`config.mk`:
```
export PLATFORM = sky130hd
export DESIGN_NAME = adc_seq_ctrl
export DESIGN_NICKNAME = d
export VERILOG_FILES = /design/src/rtl/adc_seq_pkg.sv /design/src/rtl/adc_seq_sat.sv /design/src/rtl/adc_seq_fsm.sv /design/src/rtl/adc_seq_result.sv /design/src/rtl/adc_seq_ctrl.sv
export SDC_FILE = /design/constraint.sdc
export NUM_CORES = 1
export LEC_CHECK = 0
export CAP_MARGIN = 15
export CELL_PAD_IN_SITES_DETAIL_PLACEMENT = 0
export CELL_PAD_IN_SITES_GLOBAL_PLACEMENT = 1
export CORE_MARGIN = 5
export CORE_UTILIZATION = 30
export DETAILED_ROUTE_END_ITERATION = 7
export PLACE_DENSITY = 0.76
export SYNTH_ARGS = -nofsm -noshare
export SYNTH_HDL_FRONTEND = slang
export SYNTH_SLANG_ARGS = --single-unit
export TNS_END_PERCENT = 5
```
`constraint.sdc`:
```
create_clock -name clk -period 1.8 [get_ports clk]
set_input_delay 0.45 -clock clk [delete_from_list [all_inputs] [get_ports clk]]
set_output_delay 0.45 -clock clk [all_outputs]
set_load 0.01 [all_outputs]
```
`src/rtl/adc_seq_pkg.sv`:
```
package adc_seq_pkg;
    localparam int CTRL_W        = 2;
    localparam int CTRL_STAT_BIT = 0;
    localparam int CTRL_MODE_BIT = 1;
    localparam logic ADDR_RESULT = 1'b0;
    localparam logic ADDR_CTRL   = 1'b1;

    typedef enum logic {
        SQ_IDLE = 1'b0,
        SQ_CONV = 1'b1
    } seq_state_e;

    typedef struct packed {
        seq_state_e state;
        logic       mode_single;
        logic       start;
        logic       pdown;
    } seq_regs_t;

    localparam seq_regs_t SEQ_RST = '{state: SQ_IDLE, mode_single: 1'b1,
                                      start: 1'b0, pdown: 1'b1};
endpackage

```
`src/rtl/adc_seq_sat.sv`:
```
module adc_seq_sat #(
    parameter int RAW_W = 20,
    parameter int OUT_W = 16
) (
    input  logic signed [RAW_W-1:0] raw,
    output logic        [OUT_W-1:0] clamped
);
    localparam logic signed [RAW_W-1:0] POS_LIM = RAW_W'((64'sd1 <<< (OUT_W-1)) - 1);
    localparam logic signed [RAW_W-1:0] NEG_LIM = -RAW_W'(64'sd1 <<< (OUT_W-1));
    localparam logic [OUT_W-1:0] POS_CODE = {1'b0, {(OUT_W-1){1'b1}}};
    localparam logic [OUT_W-1:0] NEG_CODE = {1'b1, {(OUT_W-1){1'b0}}};

    generate
        if (RAW_W > OUT_W) begin : g_clamp
            always_comb begin
                if (raw > POS_LIM)      clamped = POS_CODE;
                else if (raw < NEG_LIM) clamped = NEG_CODE;
                else                    clamped = raw[OUT_W-1:0];
            end
        end else begin : g_pass
            assign clamped = OUT_W'(raw);
        end
    endgenerate
endmodule

```
`src/rtl/adc_seq_fsm.sv`:
```
module adc_seq_fsm
    import adc_seq_pkg::*;
(
    input  logic clk,
    input  logic rst_n,
    input  logic soft_rst,
    input  logic wr_ctrl,
    input  logic wr_start,
    input  logic wr_mode,
    input  logic cnv_done,
    output logic cnv_start,
    output logic store_en,
    output logic busy,
    output logic pdown,
    output logic mode_single
);
    seq_regs_t q, d;
    logic mode_eff;

    always_comb begin
        d        = q;
        d.start  = 1'b0;
        mode_eff = wr_ctrl ? wr_mode : q.mode_single;
        store_en = 1'b0;
        if (wr_ctrl) d.mode_single = wr_mode;
        case (q.state)
            SQ_IDLE: begin
                d.pdown = 1'b1;
                if (!mode_eff || (wr_ctrl && wr_start)) begin
                    d.state = SQ_CONV;
                    d.start = 1'b1;
                    d.pdown = 1'b0;
                end
            end
            SQ_CONV: begin
                if (cnv_done) begin
                    store_en = 1'b1;
                    if (mode_eff) begin
                        d.state = SQ_IDLE;
                        d.pdown = 1'b1;
                    end else begin
                        d.start = 1'b1;
                    end
                end
            end
            default: d = SEQ_RST;
        endcase
        if (soft_rst) begin
            d        = SEQ_RST;
            store_en = 1'b0;
        end
    end

    always_ff @(posedge clk or negedge rst_n) begin
        if (!rst_n) q <= SEQ_RST;
        else        q <= d;
    end

    assign cnv_start   = q.start;
    assign busy        = (q.state == SQ_CONV);
    assign pdown       = q.pdown;
    assign mode_single = q.mode_single;

    a_r2_gc_restores: assert property (@(posedge clk) disable iff (!rst_n)
        soft_rst |=> (q.state == SQ_IDLE) && q.mode_single && q.pdown && !q.start);

    a_r3_idle_waits: assert property (@(posedge clk) disable iff (!rst_n || soft_rst)
        (q.state == SQ_IDLE) && q.mode_single && !wr_ctrl |=> !q.start);

    a_r4_awake_in_conv: assert property (@(posedge clk) disable iff (!rst_n)
        (q.state == SQ_CONV) |-> !q.pdown);

    a_r6_no_restart: assert property (@(posedge clk) disable iff (!rst_n || soft_rst)
        (q.state == SQ_CONV) && !cnv_done |=> !q.start && (q.state == SQ_CONV));

    a_r7_back_to_back: assert property (@(posedge clk) disable iff (!rst_n || soft_rst)
        (q.state == SQ_CONV) && cnv_done && !mode_eff |=> q.start && (q.state == SQ_CONV));

    a_r5_single_sleep: assert property (@(posedge clk) disable iff (!rst_n || soft_rst)
        (q.state == SQ_CONV) && cnv_done && mode_eff |=> (q.state == SQ_IDLE) && q.pdown);
endmodule

```
`src/rtl/adc_seq_result.sv`:
```
module adc_seq_result #(
    parameter int OUT_W = 16
) (
    input  logic             clk,
    input  logic             rst_n,
    input  logic             soft_rst,
    input  logic             store_en,
    input  logic [OUT_W-1:0] din,
    output logic [OUT_W-1:0] dout
);
    logic [OUT_W-1:0] res_d, res_q;

    always_comb begin
        res_d = res_q;
        if (store_en) res_d = din;
        if (soft_rst) res_d = '0;
    end

    always_ff @(posedge clk or negedge rst_n) begin
        if (!rst_n) res_q <= '0;
        else        res_q <= res_d;
    end

    assign dout = res_q;

    a_r10_hold: assert property (@(posedge clk) disable iff (!rst_n || soft_rst)
        !store_en |=> $stable(res_q));
endmodule

```
`src/rtl/adc_seq_ctrl.sv`:
```
module adc_seq_ctrl
    import adc_seq_pkg::*;
#(
    parameter int RAW_W = 20,
    parameter int OUT_W = 16
) (
    input  logic                    clk,
    input  logic                    rst_n,
    input  logic                    gc_reset,
    input  logic                    reg_wr,
    input  logic                    reg_addr,
    input  logic [CTRL_W-1:0]       reg_wdata,
    output logic [OUT_W-1:0]        reg_rdata,
    output logic                    cnv_start,
    input  logic                    cnv_done,
    input  logic signed [RAW_W-1:0] cnv_raw,
    output logic                    pdown
);
    logic             wr_ctrl, store_en, busy, mode_single;
    logic [OUT_W-1:0] clamped, result;

    assign wr_ctrl = reg_wr && (reg_addr == ADDR_CTRL);

    adc_seq_fsm u_fsm (
        .clk        (clk),
        .rst_n      (rst_n),
        .soft_rst   (gc_reset),
        .wr_ctrl    (wr_ctrl),
        .wr_start   (reg_wdata[CTRL_STAT_BIT]),
        .wr_mode    (reg_wdata[CTRL_MODE_BIT]),
        .cnv_done   (cnv_done),
        .cnv_start  (cnv_start),
        .store_en   (store_en),
        .busy       (busy),
        .pdown      (pdown),
        .mode_single(mode_single)
    );

    adc_seq_sat #(.RAW_W(RAW_W), .OUT_W(OUT_W)) u_sat (
        .raw    (cnv_raw),
        .clamped(clamped)
    );

    adc_seq_result #(.OUT_W(OUT_W)) u_res (
        .clk     (clk),
        .rst_n   (rst_n),
        .soft_rst(gc_reset),
        .store_en(store_en),
        .din     (clamped),
        .dout    (result)
    );

    always_comb begin
        reg_rdata = '0;
        if (reg_addr == ADDR_CTRL) begin
            reg_rdata[CTRL_STAT_BIT] = !busy;
            reg_rdata[CTRL_MODE_BIT] = mode_single;
        end else begin
            reg_rdata = result;
        end
    end

    a_r8_sign_kept: assert property (@(posedge clk) disable iff (!rst_n || gc_reset)
        store_en |=> result[OUT_W-1] == $past(cnv_raw[RAW_W-1]));

    a_r11_stray_done: assert property (@(posedge clk) disable iff (!rst_n || gc_reset)
        !busy && cnv_done && !reg_wr |=> $stable(result));
endmodule

```
==> results of run 1 <==
## repair_timing
action	in CTS	in global routing
setup buffers	0	0
hold endpoints to repair	0	0
setup endpoints to repair	17	0
gates resized for setup	20	0
## area by class of cell
type	count	area share (%)
inverters	2	0.461
well taps	46	3.53
clock buffers	4	2.23
repair buffers	57	32.7
flip-flops and latches	20	30.9
multi-input cells	83	30.2
## placed cells by master (no fill, tap or decap), types with 2 or more instances in the layout
cell type	instances
a21bo_2	2
a21oi_1	3
clkdlybuf4s50_1	27
dfstp_2	2
nand2_1	31
buf_4	11
o211ai_1	15
clkbuf_4	3
dlygate4sd2_1	17
dfrtp_1	18
inv_1	2
nor2b_1	14
## power by group through the flow
| stage | registers (mW) | clock network, mW | logic, mW |
|---|---|---|---|
| floorplan | 0.505 | 0 | 0.0944 |
| global placement | 0.504 | 0 | 0.248 |
| detailed placement | 0.504 | 0 | 0.252 |
| CTS | 0.496 | 0.267 | 0.238 |
| global route | 0.501 | 0.286 | 0.260 |
| finish | 0.496 | 0.253 | 0.234 |
## per-stage QoR
| stage | cells | util, % | total power [mW] |
|---|---|---|---|
| floorplan | 112 | - | 0.599 |
| global placement | 208 | 48.0 | 0.752 |
| detailed placement | 208 | 48.0 | 0.756 |
| CTS | 212 | 48.4 | 1.00 |
| global route | 212 | 48.4 | 1.05 |
| finish | 212 | 48.4 | 0.983 |
## worst max-delay path: cells and delay by family
kind / cells / cell delay [ns]
buffers and inverters: 2 / 0.50
multiplexers: 1 / 0.33
## final timing paths
check,end,slack [ns]
worst min register to register,u_res.dout[9]$_DFFE_PN0P_,0.50
worst max register to register,u_res.dout[12]$_DFFE_PN0P_,0.49
worst min-delay path,u_res.dout[1]$_DFFE_PN0P_,0.47
worst max-delay path,reg_rdata[1],0.06
min in group clk,u_res.dout[9]$_DFFE_PN0P_,0.50
max in group asynchronous,u_fsm.pdown$_DFFE_PN1P_,1.06
## flip-flops by register name (all words and copies together) (netlist names)
register           flops
u_fsm.cnv_start        1
u_fsm.pdown            1
u_fsm.mode_single      1
u_fsm.busy             1
u_res.dout            16
## kinds of logic (layout without fill, tap and decap cells)
group                  Yosys count  count (layout)  share of synthesized area, %
and+or+nand+nor                 57              57                          27.8
AOI/OAI and AO/OA               24              24                          17.1
DFF                             20              20                          48.0
buffers and inverters            9              63                          5.02
muxes                            2               2                          2.03
## metal layers
layer  wire length, um  vias to the layer above  share of wire (%)
met1              1200                      455                 44
met5                 0                        -                  0
met4                48                        0                1.7
met2              1320                       34                 48
met3               184                        4                6.7
li1                  -                      494                  -
==> metrics.md, run 1 <==
| Metric | Value |
|---|---|
| Max Cap Viol | `0` |
| Leading area contributor after synthesis | `dfrtp_1` |
| Clk Latency, worst-skew pair | `0.29 ns` |
| Crit path kind | `in -> out` |
| Root Buffer | `clkbuf_4` |
| Die area | `0.00477 mm^2` |
| Top post-synthesis cells by count | `nand2_1, dfrtp_1, o211ai_1` |
| Reg clk slew, reported paths | `0.11 ns` |
| Worst Path Required | `1.35 ns` |
| Worst path cell trace | `clkdlybuf4s15_2 > mux2_2 > dlygate4sd2_1` |
| Status | `complete, no violations` |
| CTS tree | `done` |
| Ant. Diodes | `0` |
| CP peak stage delay | `0.33 ns` |
| Fin worst setup slack | `0.0609 ns` |
| Initial antenna violation count | `0` |
| Slowest CP cell | `mux2_2` |
| Relative slew slack | `79.2%` |
| Die H | `69.1 um` |
| First-pass GRT wire length | `5.06 mm` |
| RSZ-0062 raised after global routing | `no` |
| Final period util | `96.6%` |
| Register area share after synthesis | `48.0%` |
| Fraction of layout cells with a size suffix above 1 | `14.5%` |
| Met2 Use GR | `21.0%` |
| Synthesized Nets | `140` |
| DR iter-0 viols | `39` |
| Launch point of the worst reg-to-reg path | `u_fsm.busy$_DFF_PN0_` |
| Total Nets Final | `195` |
| Placement Rows | `21` |
| Post-DP Area | `0.00161 mm^2` |
| Main flop type after synthesis | `dfrtp_1` |
| Layout area overhead | `55.6%` |
| Count leader, synth | `nand2_1` |
| Setup WS pre-CTS | `-0.502 ns` |
| Routed WL per cell | `13.0 um` |
| Initial Util | `31.1%` |
| Final instance area | `0.00163 mm^2` |
| Critical Path End Type | `output pin` |
| Clock sinks | `20` |
| Drt first pass iters | `4` |
| Residual DRC | `0` |
| Worst ir drop on vdd | `228 uV` |
| Max clock buf depth | `2` |
| Total Neg Setup Slack | `0 ns` |
| Final setup fails | `0` |
| Final Skew | `0.00389 ns` |
| Net Sw Power | `244 uW` |
| GRT Max-Usage Layer | `met2` |
| CP max FO | `4` |
| CP startpoint | `reg_addr` |
| DRT Wirelength | `2.76 mm` |
| H-tree depth | `1` |
| RD Place Congestion | `0.810` |
| Num CTS Buffers | `3` |
| Sw Share | `24.8%` |
| Gr usage total | `12.8%` |
| Sequential Power Share | `50.4%` |
| Core area | `0.00336 mm^2` |
| Worst r2r path cells | `4` |
| CP Launch Type | `input port` |
| Combinational power share | `23.8%` |
| Pwr dens | `603 mW/mm^2` |
| Top cells by area, synth | `dfrtp_1, nand2_1, o211ai_1` |
| Synth top area share | `43.0%` |
| Number of synthesized register bits | `20` |
| Antenna-violating nets left | `0` |
| HPWL after DPL | `2.17 mm` |
| Total I/O pin count | `46` |
| Die width | `69.1 um` |
| Slew Viols, Final | `0` |
| M3 GR Usage | `3.49%` |
| Worst path arrival time | `1.29 ns` |
| Post-CTS Hold Buffers | `0` |
| LEAKAGE | `0.731 nW` |
| Slew @ Worst Pin | `0.312 ns` |
| Reg area | `503 um^2` |
| Int Pwr | `739 uW` |
| Total number of vias | `987` |
| Vias in the first global route | `1063` |
| Final hold viol count | `0` |
| Post-synthesis cell type count | `30` |
| Hold slack | `0.473 ns` |
| Footprint of the multi-input gates | `492 um^2` |
| Fmax | `0.575 GHz` |
| PortBufs | `45` |
| Count of flip-flops with a built-in enable after synthesis | `0` |
| Power share of the clock group | `25.8%` |
| Synth async-reset ratio | `100%` |
| Hold crit path type | `in -> async` |
| Syn Area/Cell | `9.35 um^2` |
| DR vias/cell | `4.66` |
| Grt total ovfl | `0` |
| Final min period | `1.74 ns` |
| Mapped cell area | `0.00105 mm^2` |
| Synth Warn # | `0` |
| Filler cells | `347` |
| Cells after Synth | `112` |
| M1 GR Usage | `15.5%` |
| Pin count of the biggest net entering global routing | `21` |
No activity file was read; power rests on OpenSTA's default activity.
==> run 2, diff against run 1 <==
GPL_TIMING_DRIVEN = 0   (was default)
HOLD_SLACK_MARGIN = 0.08   (was default)
RECOVER_POWER = 25   (was default)
==> metrics.md, run 2 (same netlist as run 1, synthesis figures left out) <==
| Metric | Value |
|---|---|
| Max reg flops | `16 (unchanged)` |
| Post-DP Area | `0.00156 mm^2 (-3.6%)` |
| RSZ-0062 raised after global routing | `no` |
| Gr usage total | `12.9% (+0.083 points)` |
| RD Place Congestion | `0.749 (-7.6%)` |
| Max clock buf depth | `2 (unchanged)` |
| Die H | `69.1 um (unchanged)` |
| Core area | `0.00336 mm^2 (unchanged)` |
| Net Sw Power | `263 uW (+8.0%)` |
| Final hold viol count | `0 (unchanged)` |
| Root Buffer | `clkbuf_4` |
| Routed WL per cell | `14.0 um (+7.3%)` |
| Clk Latency, worst-skew pair | `0.30 ns (about the same)` |
| Combinational power share | `23.1% (-0.7 points)` |
| Clock sinks | `20 (unchanged)` |
| Total Power | `1.00 mW (+1.8%)` |
| Drt first pass iters | `4 (unchanged)` |
| Sequential Power Share | `49.9% (-0.5 points)` |
| Final Skew | `0.000424 ns (-0.00347 ns)` |
| Critical Path End Type | `output pin` |
| Crit path kind | `in -> out` |
| Final instance area | `0.00163 mm^2 (about the same)` |
| Post-CTS Hold Buffers | `0 (unchanged)` |
| Total Nets Final | `193 (-1.0%)` |
| Layout area overhead | `55.4% (about the same)` |
| DR vias/cell | `4.67 (+0.34%)` |
| Status | `complete, no violations` |
| Pin count of the biggest net entering global routing | `21 (unchanged)` |
| Final setup fails | `0 (unchanged)` |
| Sw Share | `26.3% (+1.5 points)` |
| PortBufs | `45 (unchanged)` |
| Commonest non-fill, non-tap cells in the layout | `nand2_1, clkdlybuf4s50_1, dfrtp_1` |
| Final period util | `97.1% (+0.45 points)` |
| Total Neg Setup Slack | `0 ns (unchanged)` |
| Worst Path Required | `1.35 ns (about the same)` |
| Filler cells | `370 (+6.6%)` |
| Hold crit path type | `reg -> reg` |
| Residual DRC | `0 (unchanged)` |
| Die area | `0.00477 mm^2 (unchanged)` |
| Commonest non-fill, non-tap cell in the layout | `nand2_1` |
| Power share of the clock group | `27.0% (+1.2 points)` |
| LEAKAGE | `0.693 nW (-5.2%)` |
| Worst path arrival time | `1.30 ns (about the same)` |
| Initial antenna violation count | `0 (unchanged)` |
| Worst ir drop on vdd | `207 uV (-9.2%)` |
| Pwr dens | `615 mW/mm^2 (+1.9%)` |
| Int Pwr | `737 uW (-0.22%)` |
| Total I/O pin count | `46 (unchanged)` |
| H-tree depth | `1 (unchanged)` |
| Relative slew slack | `38.7% (-40 points)` |
| DR iter-0 viols | `45 (+15%)` |
| Antenna-violating nets left | `0 (unchanged)` |
| CP max FO | `7 (+3)` |
| Reg clk slew, reported paths | `0.12 ns (about the same)` |
| Grt total ovfl | `0 (unchanged)` |
| Vias in the first global route | `1089 (+2.4%)` |
| Slew Viols, Final | `0 (unchanged)` |
| Fmax | `0.572 GHz (-0.46%)` |
| Max Cap Viol | `0 (unchanged)` |
| First-pass GRT wire length | `5.09 mm (+0.55%)` |
| Initial Util | `31.1% (unchanged)` |
| Slew @ Worst Pin | `0.916 ns (+0.604 ns)` |
| Fraction of layout cells with a size suffix above 1 | `23.2% (+8.7 points)` |
| Final min period | `1.75 ns (+0.00806 ns)` |
| Num CTS Buffers | `3 (unchanged)` |
| CP Launch Type | `input port` |
| Footprint of the multi-input gates | `518 um^2 (+5.3%)` |
| Total number of vias | `981 (-0.61%)` |
| HPWL after DPL | `2.15 mm (-1.0%)` |
| Die width | `69.1 um (unchanged)` |
| Placement Rows | `21 (unchanged)` |
| Reg area | `503 um^2 (unchanged)` |
| CTS tree | `done` |
| Ant. Diodes | `0 (unchanged)` |
| DRT Wirelength | `2.93 mm (+6.3%)` |
## run 2: final cells by class
| type | count | share of cell area [%] |
|---|---|---|
| Multi-Input combinational cell | 83 | 31.8 |
| Sequential cell | 20 | 30.9 |
| Timing Repair Buffer | 48 | 27.2 |
| Buffer | 7 | 3.84 |
| Tap cell | 46 | 3.54 |
| Clock buffer | 4 | 2.23 |
| Inverter | 2 | 0.461 |
## run 2: repair_timing
| item | 4_1_cts | 5_1_grt |
|---|---|---|
| endpoints found under the setup margin | 17 | 23 |
| resized for setup | 60 | 7 |
| gates cloned | 1 | 0 |
| pin swaps | 0 | 0 |
| buffers inserted | 2 | 0 |
## run 2: power groups by stage
stage | Clock (mW) | Sequential [mW] | Combinational [mW]
after global routing | 0.292 | 0.504 | 0.256
after CTS | 0.274 | 0.499 | 0.233
after global placement | 0 | 0.506 | 0.226
after detailed placement | 0 | 0.507 | 0.227
final | 0.270 | 0.500 | 0.231
after floorplan | 0 | 0.505 | 0.0944
## run 2: worst max-delay path: stages
cell,delay [ns]
clkdlybuf4s15_1,0.19
buf_6,0.14
buf_8,0.12
nor2b_1,0.13
clkdlybuf4s15_1,0.26
## run 2: worst paths after layout
check	startpoint	endpoint	depth (start not counted)	slack, ns
max in group asynchronous	rst_n	u_res.dout[13]$_DFFE_PN0P_	1	0.53
min in group asynchronous	rst_n	u_res.dout[5]$_DFFE_PN0P_	1	0.71
min reg2reg	u_res.dout[9]$_DFFE_PN0P_	u_res.dout[9]$_DFFE_PN0P_	2	0.50
max reg2reg	u_fsm.busy$_DFF_PN0_	u_res.dout[2]$_DFFE_PN0P_	5	0.43
min	u_res.dout[9]$_DFFE_PN0P_	u_res.dout[9]$_DFFE_PN0P_	2	0.50
max	reg_addr	reg_rdata[14]	5	0.05
## run 2: per-layer routing
metal	GRT usage (%)	wire length, um	vias to the layer above
met2	21.4	1420	26
met1	16.2	1360	460
li1	-	-	493
met4	5.64	29	0
met3	2.33	126	2
met5	0	0	-
## run 2: stage by stage
stage	hold WS (ns)	setup WS, ns	util (%)	instances
after floorplan	0.154	0.127	-	112
after global placement	0.478	-1.05	46.2	203
after detailed placement	0.477	-1.06	46.2	203
after CTS	0.505	0.0000360	48.3	210
after global routing	0.541	0.00352	48.4	210
final	0.500	0.0529	48.4	210
==> run 3, diff against run 2 <==
CORE_UTILIZATION = 31   (was 30)
CTS_BUF_LIST = sky130_fd_sc_hd__clkbuf_4 sky130_fd_sc_hd__clkbuf_8   (was default)
PLACE_DENSITY = 0.78   (was 0.76)
==> metrics.md, run 3 (same netlist as run 1, synthesis figures left out) <==
| Metric | Value |
|---|---|
| CP peak stage delay | `0.52 ns (+0.26 ns)` |
| HPWL after DPL | `2.18 mm (+1.5%)` |
| DR vias/cell | `4.75 (+1.7%)` |
| PortBufs | `45 (unchanged)` |
| Final setup fails | `0 (unchanged)` |
| Critical Path End Type | `register` |
| Gr usage total | `13.4% (+0.56 points)` |
| CP Launch Type | `input port` |
| Max reg flops | `16 (unchanged)` |
| Final core utilization | `49.0% (+0.58 points)` |
| Final hold viol count | `0 (unchanged)` |
| Initial antenna violation count | `0 (unchanged)` |
| Slowest CP cell | `clkdlybuf4s50_1` |
| Fraction of layout cells with a size suffix above 1 | `17.2% (-6.0 points)` |
| Total I/O pin count | `46 (unchanged)` |
| Slew Viols, Final | `0 (unchanged)` |
| Die H | `68.1 um (-1.4%)` |
| Slew @ Worst Pin | `0.918 ns (+0.00221 ns)` |
| Placement Rows | `21 (unchanged)` |
| Num CTS Buffers | `3 (unchanged)` |
| Clk Latency, worst-skew pair | `0.30 ns (about the same)` |
| Total number of vias | `993 (+1.2%)` |
| Grt total ovfl | `0 (unchanged)` |
| RD Place Congestion | `0.764 (+2.1%)` |
| Worst Path Required | `2.03 ns (+0.68 ns)` |
| Relative slew slack | `38.6% (-0.15 points)` |
| Die area | `0.00464 mm^2 (-2.8%)` |
| Final Skew | `0.00726 ns (+0.00684 ns)` |
| Hold slack | `0.513 ns (+0.0129 ns)` |
| Total Nets Final | `192 (-0.52%)` |
| Vias in the first global route | `970 (-11%)` |
| Final min period | `1.68 ns (-0.0680 ns)` |
| Die width | `68.1 um (-1.4%)` |
| DR iter-0 viols | `30 (-33%)` |
| Commonest non-fill, non-tap cells in the layout | `nand2_1, clkdlybuf4s50_1, dfrtp_1` |
| LEAKAGE | `0.685 nW (-1.2%)` |
| Commonest non-fill, non-tap cell in the layout | `nand2_1` |
| RSZ-0062 raised after global routing | `no` |
| Clock sinks | `20 (unchanged)` |
| Routed WL per cell | `13.6 um (-2.6%)` |
| Antenna-violating nets left | `0 (unchanged)` |
| Crit path kind | `in -> reg` |
| Fmax | `0.596 GHz (+4.1%)` |
| Worst ir drop on vdd | `339 uV (+63%)` |
| Final period util | `93.3% (-3.8 points)` |
| Fin worst setup slack | `0.121 ns (+0.0680 ns)` |
| Max clock buf depth | `2 (unchanged)` |
| CP max FO | `10 (+3)` |
| Pin count of the biggest net entering global routing | `21 (unchanged)` |
| First-pass GRT wire length | `4.64 mm (-8.8%)` |
| Core area | `0.00331 mm^2 (-1.6%)` |
| Drt first pass iters | `4 (unchanged)` |
| Initial Util | `31.6% (+0.49 points)` |
| Max Cap Viol | `0 (unchanged)` |
| Root Buffer | `clkbuf_4` |
| Worst path cell trace | `clkdlybuf4s50_1 > a21oi_1 > buf_2 > nand2_1 > o211ai_1` |
| Post-CTS Hold Buffers | `0 (unchanged)` |
| Hold crit path type | `reg -> reg` |
| H-tree depth | `1 (unchanged)` |
| Residual DRC | `0 (unchanged)` |
| Reg clk slew, reported paths | `0.12 ns (about the same)` |
| Ant. Diodes | `0 (unchanged)` |
| Pwr dens | `672 mW/mm^2 (+9.3%)` |
| DRT Wirelength | `2.84 mm (-3.0%)` |
| Layout area overhead | `54.8%` |
| Status | `complete, no violations` |
| Worst path arrival time | `1.91 ns (+0.61 ns)` |
| Setup WS pre-CTS | `-1.04 ns (+0.0152 ns)` |
| CTS tree | `done` |
| Total Power | `1.09 mW (+8.9%)` |
==> run 3: cell count changes in the layout (fill, tap and decap cells not counted), sizes merged <==
cell / delta
clkbuf: -2
buf: -7
bufbuf: -1
bufinv: +1
clkdlybuf4s15: +4
dlygate4sd2: +4
==> run 3: stage by stage <==
| stage | instances | instance area (um^2) | setup TNS [ns] |
|---|---|---|---|
| after floorplan | 112 | 1050 | 0 |
| after global placement | 203 | 1560 | -12.58 |
| after detailed placement | 203 | 1560 | -13.39 |
| after CTS | 209 | 1620 | 0 |
| after global routing | 209 | 1620 | 0 |
| final | 209 | 1620 | 0 |
==> run 3: critical path, delay by kind of cell <==
family | cells | cell delay (ns)
simple gates | 1 | 0.08
buf+inv | 2 | 0.83
compound gates | 2 | 0.54
==> run 3: cell type report <==
| cell class | count | area [um^2] |
|---|---|---|
| Fill cell | 352 | 1690 |
| Sequential cell | 20 | 503 |
| Multi-Input combinational cell | 83 | 494 |
| Timing Repair Buffer | 47 | 448 |
| Buffer | 7 | 58.8 |
| Tap cell | 46 | 57.6 |
| Clock inverter | 1 | 30.0 |
| Clock buffer | 3 | 22.5 |
| Inverter | 2 | 7.51 |
==> run 3: final timing paths <==
kind | to | cells past startpoint | slack (ns) | from
max reg2reg | u_res.dout[2]$_DFFE_PN0P_ | 4 | 0.32 | u_fsm.busy$_DFF_PN0_
min in group asynchronous | u_res.dout[4]$_DFFE_PN0P_ | 1 | 0.71 | rst_n
min reg2reg | u_res.dout[15]$_DFFE_PN0P_ | 1 | 0.51 | u_res.dout[15]$_DFFE_PN0P_
max | u_res.dout[2]$_DFFE_PN0P_ | 5 | 0.12 | gc_reset
max in group asynchronous | u_res.dout[10]$_DFFE_PN0P_ | 1 | 0.53 | rst_n
min | u_res.dout[15]$_DFFE_PN0P_ | 1 | 0.51 | u_res.dout[15]$_DFFE_PN0P_
==> run 3: power breakdown <==
| group | switching, mW | total, mW | internal, mW | leakage (nW) |
|---|---|---|---|---|
| Combinational | 0.0947 | 0.218 | 0.124 | 0.391 |
| Clock | 0.146 | 0.371 | 0.225 | 0.0279 |
| Sequential | 0.0179 | 0.500 | 0.482 | 0.266 |
==> run 3: per-layer routing <==
metal / wire [um] / part of all wire [%] / track usage (%) / up-vias
met1: 1220 / 43 / 16.5 / 467
met5: 0 / 0 / 0 / -
li1: - / - / - / 491
met2: 1400 / 49 / 22.6 / 31
met4: 46 / 1.6 / 5.21 / 0
met3: 177 / 6.2 / 3.12 / 4
==> run 3: repair_timing <==
item,in CTS,in global routing
setup buffers,2,0
endpoints found under the setup margin,17,16
endpoints found under the hold margin,0,0
gates resized for setup,35,9
